File: config.mk
export PLATFORM = sky130hd
export DESIGN_NAME = cmseq_trigger_seq
export DESIGN_NICKNAME = d
export VERILOG_FILES = /design/src/rtl/cmseq_pkg.sv /design/src/rtl/cmseq_step_decode.sv /design/src/rtl/cmseq_beat_ctr.sv /design/src/rtl/cmseq_trigger_seq.sv
export SDC_FILE = /design/constraint.sdc
export NUM_CORES = 1
export LEC_CHECK = 0
export ABC_CLOCK_PERIOD_IN_PS = 6040
export CAP_MARGIN = 0
export CELL_PAD_IN_SITES_DETAIL_PLACEMENT = 1
export CELL_PAD_IN_SITES_GLOBAL_PLACEMENT = 2
export CORE_MARGIN = 1.5
export CORE_UTILIZATION = 32
export DETAILED_ROUTE_END_ITERATION = 8
export PLACE_DENSITY = 0.9
export SLEW_MARGIN = 20
export SYNTH_ARGS = -nofsm -noshare
export SYNTH_HDL_FRONTEND = slang
export SYNTH_SLANG_ARGS = --single-unit
File: constraint.sdc
create_clock -name clk -period 6.04 [get_ports clk]
set_input_delay 1.208 -clock clk [delete_from_list [all_inputs] [get_ports clk]]
set_output_delay 1.208 -clock clk [all_outputs]
set_load 0.02 [all_outputs]
File: src/rtl/cmseq_pkg.sv
package cmseq_pkg;
  localparam int NUM_TRIG = 3;
  localparam int NUM_SRC  = 4;

  typedef enum logic [1:0] {
    MODE_ECB = 2'b00,
    MODE_CBC = 2'b01,
    MODE_OFB = 2'b10,
    MODE_CFB = 2'b11
  } cm_mode_e;

  // index into the strobe vector {xdin, xin, din, dout}
  typedef enum logic [1:0] {
    SRC_DOUT = 2'd0,
    SRC_DIN  = 2'd1,
    SRC_XIN  = 2'd2,
    SRC_XDIN = 2'd3
  } src_e;

  typedef enum logic [1:0] {
    ST_IDLE,
    ST_LOAD,
    ST_WAIT,
    ST_RUN
  } seq_st_e;

  function automatic logic [NUM_TRIG-1:0] trig_onehot(input logic [1:0] idx);
    return NUM_TRIG'(1) << idx;
  endfunction
endpackage

File: src/rtl/cmseq_step_decode.sv
module cmseq_step_decode
  import cmseq_pkg::*;
#(
  parameter int PH_W = 2
) (
  input  cm_mode_e        mode,
  input  logic            decrypt,
  input  logic            load,
  input  logic [PH_W-1:0] ph,
  output src_e            src,
  output logic [1:0]      trg,
  output logic            last,
  output logic            no_seq
);
  always_comb begin
    trg    = 2'(ph);
    src    = SRC_DOUT;
    last   = 1'b0;
    no_seq = (mode == MODE_CFB);
    if (load) begin
      trg  = 2'd1;
      src  = SRC_DIN;
      last = 1'b1;
    end else begin
      case (mode)
        MODE_ECB: begin
          src  = (ph == '0) ? SRC_DOUT : SRC_DIN;
          last = (ph == PH_W'(1));
        end
        MODE_CBC: begin
          if (!decrypt) begin
            src  = (ph == '0) ? SRC_DOUT : SRC_XDIN;
            last = (ph == PH_W'(1));
          end else begin
            case (ph)
              PH_W'(0): src = SRC_XIN;
              PH_W'(1): src = SRC_DOUT;
              default:  src = SRC_DIN;
            endcase
            last = (ph == PH_W'(2));
          end
        end
        MODE_OFB: begin
          case (ph)
            PH_W'(0): src = SRC_XIN;
            PH_W'(1): src = SRC_DOUT;
            default:  src = SRC_XDIN;
          endcase
          last = (ph == PH_W'(2));
        end
        default: last = 1'b1;
      endcase
    end
  end
endmodule

File: src/rtl/cmseq_beat_ctr.sv
module cmseq_beat_ctr #(
  parameter int BEATS = 8
) (
  input  logic clk,
  input  logic rst,
  input  logic clr,
  input  logic inc,
  output logic last
);
  localparam int CNT_W = (BEATS > 1) ? $clog2(BEATS) : 1;

  logic [CNT_W-1:0] cnt_q;

  always_ff @(posedge clk) begin
    if (rst || clr) begin
      cnt_q <= '0;
    end else if (inc) begin
      cnt_q <= cnt_q + CNT_W'(1);
    end
  end

  assign last = (cnt_q == CNT_W'(BEATS - 1));
endmodule

File: src/rtl/cmseq_trigger_seq.sv
module cmseq_trigger_seq
  import cmseq_pkg::*;
#(
  parameter int BEATS = 8
) (
  input  logic                clk,
  input  logic                rst,
  input  logic                soft_rst,
  input  logic                chain_en,
  input  logic [1:0]          mode,
  input  logic [1:0]          op,
  input  logic                core_done,
  input  logic                dout_rd,
  input  logic                din_wr,
  input  logic                xin_wr,
  input  logic                xdin_wr,
  output logic [NUM_TRIG-1:0] trig
);
  localparam int PH_W = 2;

  seq_st_e             st_q;
  logic [PH_W-1:0]     ph_q;
  cm_mode_e            mode_q;
  logic                dec_q;
  logic [NUM_TRIG-1:0] trig_q;

  logic [NUM_SRC-1:0]  stb_v;
  src_e                cur_src;
  logic [1:0]          cur_trg;
  logic                ph_last;
  logic                no_seq;
  logic                beat_last;
  logic                abort;
  logic                hit;

  assign stb_v = {xdin_wr, xin_wr, din_wr, dout_wr_w()};
  function automatic logic dout_wr_w();
    return dout_rd;
  endfunction

  assign abort = soft_rst || !chain_en;
  assign hit   = (trig_q != '0) && stb_v[cur_src];

  cmseq_step_decode #(.PH_W(PH_W)) u_dec (
    .mode    (mode_q),
    .decrypt (dec_q),
    .load    (st_q == ST_LOAD),
    .ph      (ph_q),
    .src     (cur_src),
    .trg     (cur_trg),
    .last    (ph_last),
    .no_seq  (no_seq)
  );

  cmseq_beat_ctr #(.BEATS(BEATS)) u_beats (
    .clk  (clk),
    .rst  (rst),
    .clr  (abort || (hit && beat_last)),
    .inc  (hit),
    .last (beat_last)
  );

  always_ff @(posedge clk) begin
    if (rst || abort) begin
      st_q   <= ST_IDLE;
      ph_q   <= '0;
      trig_q <= '0;
      mode_q <= MODE_ECB;
      dec_q  <= 1'b0;
    end else begin
      case (st_q)
        ST_IDLE: begin
          mode_q <= cm_mode_e'(mode);
          dec_q  <= op[0];
          if (cm_mode_e'(mode) == MODE_ECB) begin
            st_q   <= ST_LOAD;
            trig_q <= trig_onehot(2'd1);
          end else begin
            st_q <= ST_WAIT;
          end
        end
        ST_WAIT: begin
          if (core_done && !no_seq) begin
            st_q   <= ST_RUN;
            ph_q   <= '0;
            trig_q <= trig_onehot(2'd0);
          end
        end
        default: begin
          if (hit) begin
            trig_q <= '0;
            if (beat_last) begin
              if (ph_last) begin
                st_q <= ST_WAIT;
                ph_q <= '0;
              end else begin
                ph_q <= ph_q + PH_W'(1);
              end
            end
          end else if (trig_q == '0) begin
            trig_q <= trig_onehot(cur_trg);
          end
        end
      endcase
    end
  end

  assign trig = trig_q;
endmodule

==> flow_summary.ini, run 1 <==
[global_routing]
grt_overflow = 0
grt_pass1_vias = 935
grt_start_max_net_pins = 17
grt_pass1_wl_um = 4110
antenna_found_initial = 0
track_usage_pct = 15.9

[yosys]
synth_ff_type = dfxtp_1
yosys_register_bits = 13
synthCells = 120
synth-edff-count = 0
syn_nets = 140
yosysSeqAreaShare_pct = 27.8
synth_area_um2 = 937
synth-async-reset-ratio_pct = 0
yosysUniqueCellTypes = 37
ys.warnings.count = 0
avgSynthCellArea_um2 = 7.81

[placement]
place_hpwl_um = 1880
place_congestion = 0.734
port_buffers = 14
dpl.cell_count = 159

[status]
outcome = finished clean

[drt]
wl_met1_um = 1080
viasPerCell = 5.58
vias = 909
routed_wl_um = 2420
initialDrtViolationCount = 13
firstDrtPassIters = 4
ant_nets = 0
wl_met2_um = 1260
drc = 0
wl_per_cell_um = 14.8
top_layer = met3
wl_met3_um = 79

[sta]
tightest_slew_ns = 0.780
post-route-period-util_pct = 47.5
rsz0062_at_grt = no
slew_viol_final = 0
tns_ns = 0
min_period_ns = 2.87
slew_headroom_pct = 47.9
fmax_ghz = 0.348
setup_viol = 0
skew_ns = 0.0122
final-hold-violation-count = 0

[setup_path]
cp-end-kind = register
r2r_slack_ns = 3.67
cp_max_fo = 7
critPathMaxStageDelay_ns = 0.65
critPathKind = in2reg
required_ns = 6.28
crit_path_top_delay_cell = nor3b_1
setup.worst_path.start_class = primary input
critical_path_arrival_ns = 3.11
path_cells = clkdlybuf4s50_1 -> nor3b_1 -> o21ai_1 -> a211oi_1 -> o31a_1 -> mux2_2

[clock_tree]
cts_buffer_depth = 2
post-cts-setup-buffers = 0
cts_made_buffers = 3
cts_sinks = 13
clkTransAtPathRegs_ns = 0.09
postCtsResizedCells = 0
clock_latency_ns = 0.28
htree_levels = 1
cts-root-buf = clkbuf_4
postCtsHoldBufs = 0
cts_tree = yes

[final_layout]
fillers = 354
final_cell_mix = 15 x nand2_1, 14 x clkdlybuf4s50_1, 13 x dfxtp_1
fin_nets = 153
final_common_cell = nand2_1
areaGrowthSynthToFinish_pct = 18.6
fin_cells = 163
drive_gt1_share_pct = 5.30
n_antenna_cell = 0

[floorplanning]
die_h_um = 57.1
start_util_pct = 34.0
ios = 16
die-area_um2 = 3260
core_region_area_um2 = 2760
die_width_um = 57.1
num_rows = 19

[hold_path]
hold_class = reg2reg

[power]
power_leakage_nw = 0.424
power_density_nw_per_um2 = 153
ir_worst_vdd_v = 0.000104

[flow_run]
drv_cap = 0
[power breakdown]
part	switching (mW)	internal, mW	leakage [nW]
registers	0.00307	0.0870	0.105
clock network	0.0307	0.0246	0.0177
logic	0.0112	0.0134	0.301
total	0.0450	0.125	0.424
[area by class of cell]
class / instances / area [µm²] / area share, %
timing repair buffer: 14 / 140 / 12.6
clock inverter: 1 / 5.00 / 0.450
clock buffer: 3 / 22.5 / 2.03
multi-input combinational: 96 / 626 / 56.3
tap: 31 / 38.8 / 3.49
inverter: 5 / 18.8 / 1.69
sequential: 13 / 260 / 23.4
[worst max-delay path, delay by kind of cell]
| family | cells | cell delay (ns) |
|---|---|---|
| muxes | 1 | 0.13 |
| AOI/OAI and AO/OA | 3 | 0.64 |
| and+or+nand+nor | 1 | 0.65 |
| buffers and inverters | 1 | 0.47 |
[per-stage QoR]
step | hold WS (ns) | utilization, % | worst slack [ns] | cell area (µm²) | total power, mW
final | 0.476 | 40.3 | 3.17 | 1110 | 0.170
after global routing | 0.505 | 40.3 | 2.99 | 1110 | 0.179
after CTS | 0.483 | 40.3 | 3.14 | 1110 | 0.173
after detailed placement | 0.470 | 39.3 | 2.85 | 1080 | 0.117
after global placement | 0.452 | 39.3 | 2.87 | 1080 | 0.116
after floorplan | 0.442 | - | 3.60 | 937 | 0.105
[kinds of logic (layout without fill, tap and decap cells)]
kind of cell | Yosys count | after routing | synth area share, %
AOI/OAI and AO/OA | 29 | 29 | 20.4
adders and majority gates | 7 | 7 | 9.35
buffers and inverters | 11 | 23 | 5.47
DFF | 13 | 13 | 27.8
muxes | 6 | 6 | 6.54
and+or+nand+nor | 54 | 54 | 30.4
[final timing paths]
check | from | endpoint | cells past startpoint
worst min-delay path | u_beats.cnt_q[1]$_SDFFE_PP0P_ | u_beats.cnt_q[1]$_SDFFE_PP0P_ | 2
worst max register to register | ph_q[0]$_SDFFE_PP0P_ | st_q[0]$_SDFFE_PP0P_ | 7
worst min register to register | u_beats.cnt_q[1]$_SDFFE_PP0P_ | u_beats.cnt_q[1]$_SDFFE_PP0P_ | 2
worst max-delay path | chain_en | trig[0]$_SDFFE_PP0P_ | 6
[cell usage after synthesis, drive strengths merged, types with 2 or more instances]
master / count / area share [%]
nand3: 5 / 2.7
o21a: 2 / 1.6
mux2i: 5 / 5.3
o2111a: 2 / 2.4
nor3b: 2 / 1.6
o22ai: 2 / 1.3
nand2: 15 / 6.0
a211oi: 3 / 2.4
a31oi: 2 / 1.3
a21oi: 8 / 4.3
nor2: 8 / 3.2
and2: 3 / 2.0
clkbuf: 3 / 1.2
or3: 3 / 2.0
nor2b: 2 / 1.3
nand2b: 4 / 2.7
buf: 3 / 2.3
or4: 2 / 1.6
inv: 5 / 2.0
nor3: 3 / 1.6
ha: 7 / 9.3
dfxtp: 13 / 28
o21ai: 6 / 3.2
[metal layers]
layer  track usage [%]  vias to the layer above
li1                  -                      457
met1              18.7                      436
met4              1.99                        0
met3              4.08                        0
met2              29.6                       16
met5                 0                        -
[sequential cells by signal (all words and copies together), names as in the netlist]
| signal | flops |
|---|---|
| dec_q | 1 |
| mode_q | 2 |
| ph_q | 2 |
| st_q | 2 |
| trig | 3 |
| u_beats.cnt_q | 3 |
Note: power is estimated with default switching activity, not from simulation.
==> run 2: changes to the inputs <==
ABC_CLOCK_PERIOD_IN_PS = 2800   (was 6040)
CORE_UTILIZATION = 29   (was 32)
PLACE_DENSITY = 0.83   (was 0.9)
clock period = 2.8 ns   (was 6.04 ns; I/O delays follow)
==> run 2 against run 1 <==
  * Utilization shrank 2.9 points
  * Sequential cell count did not move
  * Worst setup slack got worse by 2.7 ns
  * Clock power rose by 130%
  * Critical endpoint is now st_q[0]$_SDFFE_PP0P_
  * Die area up 9.8%
  * Register-to-register slack got worse by 3.2 ns
  * Design area rose by 2.8%
  * First-iteration DRC count grew 100%
  * Hold slack worse by 0.0031 ns
  * Clock skew fell by 0.0093 ns
  * Sequential power is 110% higher
  * Total power rose by 120%
==> flow_summary.ini, run 2 (same netlist as run 1, synthesis figures left out) <==
[drt]
drc = 0
vias = 918
initialDrtViolationCount = 26
wl_per_cell_um = 13.4
routed_wl_um = 2380
viasPerCell = 5.16
ant_nets = 0
firstDrtPassIters = 3

[floorplanning]
ios = 16
die_h_um = 59.8
core_region_area_um2 = 3050
die_width_um = 59.8
start_util_pct = 30.7
num_rows = 20
die-area_um2 = 3580

[power]
ir_worst_vdd_v = 0.000178
power_density_nw_per_um2 = 327
power_leakage_nw = 0.435

[final_layout]
final_common_cell = nand2_1
n_antenna_cell = 0
fin_nets = 155
fillers = 392
final_cell_mix = 15 x nand2_1, 14 x clkdlybuf4s50_1, 13 x dfxtp_1
areaGrowthSynthToFinish_pct = 21.9
drive_gt1_share_pct = 6.72

[clock_tree]
clkTransAtPathRegs_ns = 0.09
cts_made_buffers = 3
cts-root-buf = clkbuf_4
postCtsHoldBufs = 0
postCtsResizedCells = 0
cts_sinks = 13
cts_buffer_depth = 2
clock_latency_ns = 0.29
htree_levels = 1
cts_tree = yes
post-cts-setup-buffers = 0

[global_routing]
antenna_found_initial = 0
grt_overflow = 0
track_usage_pct = 15.3
grt_pass1_wl_um = 4140
grt_pass1_vias = 968
grt_start_max_net_pins = 16

[placement]
place_hpwl_um = 1860
place_ws_ns = 0.300
place_congestion = 0.806
port_buffers = 14

[sta]
fmax_ghz = 0.427
slew_viol_final = 0
setup_slack_ns = 0.460
skew_ns = 0.00288
tns_ns = 0
final-hold-violation-count = 0
slew_headroom_pct = 55.8
rsz0062_at_grt = no
post-route-period-util_pct = 83.6
tightest_slew_ns = 0.659
setup_viol = 0
min_period_ns = 2.34

[setup_path]
critPathKind = reg2reg
required_ns = 2.99
cp_max_fo = 7
critical_path_arrival_ns = 2.53
cp-end-kind = register
setup.worst_path.start_class = register
rr_worst_depth = 7

[hold_path]
hold_class = reg2reg
hold_depth = 2

[status]
outcome = finished clean

[flow_run]
drv_cap = 0
run 2: changes by cell type in the layout (fill, tap and decap cells not counted):
cell and change:
buf_4 +2
run 2: worst paths after layout:
path / start / end / slack, ns
max reg2reg: ph_q[0]$_SDFFE_PP0P_ / st_q[0]$_SDFFE_PP0P_ / 0.46
min reg2reg: u_beats.cnt_q[1]$_SDFFE_PP0P_ / u_beats.cnt_q[1]$_SDFFE_PP0P_ / 0.47
min: u_beats.cnt_q[1]$_SDFFE_PP0P_ / u_beats.cnt_q[1]$_SDFFE_PP0P_ / 0.47
max: ph_q[0]$_SDFFE_PP0P_ / st_q[0]$_SDFFE_PP0P_ / 0.46
run 2: critical path: stages (launching register included):
cell and delay (ns):
dfxtp_1 0.47, inv_1 0.14, ha_1 0.22, nand2b_1 0.14, a32o_1 0.28, o2111a_1 0.18, or4_1 0.60, o21a_1 0.22
run 2: where the power goes:
| group | leakage (nW) | total [mW] | internal [mW] | switching [mW] |
|---|---|---|---|---|
| registers | 0.105 | 0.193 | 0.188 | 0.00534 |
| logic | 0.312 | 0.0555 | 0.0299 | 0.0256 |
| clock network | 0.0177 | 0.125 | 0.0532 | 0.0715 |
run 2: metal layers:
| layer | part of all wire [%] | GRT usage [%] | routed length (µm) | up-vias |
|---|---|---|---|---|
| li1 | - | - | - | 462 |
| met1 | 46 | 17.1 | 1100 | 445 |
| met2 | 51 | 28.4 | 1200 | 9 |
| met3 | 2.9 | 4.55 | 70 | 2 |
| met4 | 0.34 | 2.86 | 8 | 0 |
| met5 | 0 | 0 | 0 | - |
run 2: metrics by stage:
stage                     power [mW]  std cells  hold slack [ns]  instance area (µm²)  utilization [%]
final                          0.373        178            0.473                 1140             37.4
after global placement         0.252        174            0.451                 1110             36.5
after detailed placement       0.253        174            0.465                 1110             36.5
after floorplan                0.226        120            0.442                  937                -
after CTS                      0.381        178            0.479                 1140             37.4
after global routing           0.397        178            0.516                 1140             37.4
run 2: final cells by class:
| cell class | instances | area, µm² | share of cell area (%) |
|---|---|---|---|
| Multi-Input combinational cell | 96 | 626 | 54.8 |
| Clock buffer | 3 | 22.5 | 1.97 |
| Inverter | 5 | 18.8 | 1.64 |
| Timing Repair Buffer | 16 | 155 | 13.6 |
| Tap cell | 44 | 55.1 | 4.82 |
| Clock inverter | 1 | 5.00 | 0.438 |
| Sequential cell | 13 | 260 | 22.8 |
==> run 3: changes to the inputs <==
ABC_CLOCK_PERIOD_IN_PS = 1940   (was 2800)
CORE_UTILIZATION = 27   (was 29)
PLACE_DENSITY = 0.81   (was 0.83)
clock period = 1.94 ns   (was 2.8 ns; I/O delays follow)
==> run 3 against run 2 <==
  * The flow now finishes with violations (negative setup slack)
  * Utilization rose by 4.9 points
  * Cell count rose by 12%
  * Critical path depth did not move
  * Worst setup slack got worse by 0.47 ns
  * Sequential cell count did not move
  * Critical endpoint unchanged
  * Clock skew rose by 0.0028 ns
  * Hold slack got worse by 0.0010 ns
  * Count of clock-buffer cells in the layout did not move
  * First-iteration DRC count rose by 46%
  * Highest routed layer unchanged
  * Wire length rose by 25%
  * Critical path type unchanged
  * Sequential share of layout area fell by 3.9 points
  * Total power rose by 48%
==> flow_summary.ini, run 3 (same netlist as run 1, synthesis figures left out) <==
[status]
outcome = finished, violations left
violations = negative setup slack

[drt]
routed_wl_um = 2980
wl_per_cell_um = 14.9
firstDrtPassIters = 4
initialDrtViolationCount = 38
viasPerCell = 5.02
ant_nets = 0
drc = 0
vias = 1003

[sta]
final-hold-violation-count = 0
slew_headroom_pct = 76.4
slew_viol_final = 0
setup_slack_ns = -0.00578
skew_ns = 0.00565
fmax_ghz = 0.514
tightest_slew_ns = 0.351
min_period_ns = 1.95
setup_viol = 1
rsz0062_at_grt = yes
post-route-period-util_pct = 100
tns_ns = -0.00578
hold_ws_ns = 0.472

[final_layout]
drive_gt1_share_pct = 31.2
multi_input_area_um2 = 731
fin_cells = 200
final_util_pct = 42.3
final_common_cell = buf_4
n_antenna_cell = 0
final_cell_mix = 22 x buf_4, 15 x nand2_1, 14 x clkdlybuf4s50_1
fillers = 413
areaGrowthSynthToFinish_pct = 50.6
regArea_um2 = 267
fin_nets = 175

[floorplanning]
num_rows = 21
ios = 16
die_width_um = 61.9
core_region_area_um2 = 3340
die_h_um = 61.9
die-area_um2 = 3830
start_util_pct = 28.1

[global_routing]
grt_start_max_net_pins = 12
grt_overflow = 0
antenna_found_initial = 0
grt_pass1_wl_um = 4810
grt_pass1_vias = 1097
track_usage_pct = 17.1

[setup_path]
critical_path_arrival_ns = 2.12
crit_family = simple AND/OR/NAND/NOR gates
setup.worst_path.start_class = register
critPathKind = reg2reg
cp_max_fo = 5
required_ns = 2.12
critPathMaxStageDelay_ns = 0.58
cp-end-kind = register
path_buf_inv = 1
crit_path_top_delay_cell = or4_4
path_cells = inv_4 -> ha_4 -> a31oi_4 -> and2_4 -> nor3b_2 -> or4_4 -> o21a_1

[placement]
place_hpwl_um = 2330
place_congestion = 0.812
dpl.cell_count = 194
port_buffers = 14

[clock_tree]
cts-root-buf = clkbuf_4
cts_sinks = 13
cts_made_buffers = 3
cts_buffer_depth = 2
clkTransAtPathRegs_ns = 0.09
cts_tree = yes
clock_latency_ns = 0.28
postCtsHoldBufs = 0
htree_levels = 1

[power]
power_density_nw_per_um2 = 393
ir_worst_vdd_v = 0.000183
power_leakage_nw = 0.574

[flow_run]
drv_cap = 0

[hold_path]
hold_class = reg2reg
-- run 3: cell types whose count changed in the layout (fill, tap and decap cells not counted), sizes merged --
cell	previous run	this run
buf	2	22
-- run 3: power breakdown --
| group | leakage [nW] | switching (mW) | internal [mW] |
|---|---|---|---|
| registers | 0.107 | 0.00608 | 0.270 |
| logic | 0.450 | 0.0471 | 0.0578 |
| clock network | 0.0177 | 0.0971 | 0.0765 |
| total | 0.574 | 0.150 | 0.404 |
-- run 3: worst register-to-register path, cell delays in order (launching register included) --
cell	delay (ns)
dfxtp_2	0.35
inv_4	0.10
ha_4	0.18
a31oi_4	0.09
and2_4	0.19
nor3b_2	0.18
or4_4	0.58
o21a_1	0.18
-- run 3: per-layer routing --
layer	GRT usage (%)	vias up	wire length, µm
met1	20.0	482	1290
li1	-	506	-
met5	0	-	0
met4	2.74	0	17
met3	4.55	2	93
met2	31.7	13	1580
-- run 3: layout make-up --
cell class	count	area share (%)
Multi-Input combinational cell	96	51.8
Timing Repair Buffer	36	21.6
Sequential cell	13	18.9
Tap cell	46	4.08
Inverter	5	1.68
Clock buffer	3	1.60
Clock inverter	1	0.355
-- run 3: stage by stage --
stage	setup slack [ns]	power [mW]	instance area (µm²)
final	-0.00578	0.554	1410
after global routing	-0.0698	0.592	1410
after CTS	-0.00878	0.567	1370
after detailed placement	-0.235	0.382	1260
after global placement	-0.204	0.378	1260
after floorplan	0.0120	0.325	948
-- run 3: final timing paths --
| check | startpoint | cells after the start | end | slack [ns] |
|---|---|---|---|---|
| min reg2reg | u_beats.cnt_q[1]$_SDFFE_PP0P_ | 2 | u_beats.cnt_q[1]$_SDFFE_PP0P_ | 0.47 |
| min | u_beats.cnt_q[1]$_SDFFE_PP0P_ | 2 | u_beats.cnt_q[1]$_SDFFE_PP0P_ | 0.47 |
| max | ph_q[1]$_SDFFE_PP0P_ | 7 | st_q[0]$_SDFFE_PP0P_ | -0.006 |
| max reg2reg | ph_q[1]$_SDFFE_PP0P_ | 7 | st_q[0]$_SDFFE_PP0P_ | -0.006 |
-- run 3: what timing repair did --
action | 4_1_cts | 5_1_grt
gates resized for setup | 15 | 4
buffers inserted | 1 | 2
endpoints found under the setup margin | 10 | 8
pin swaps | 3 | 0
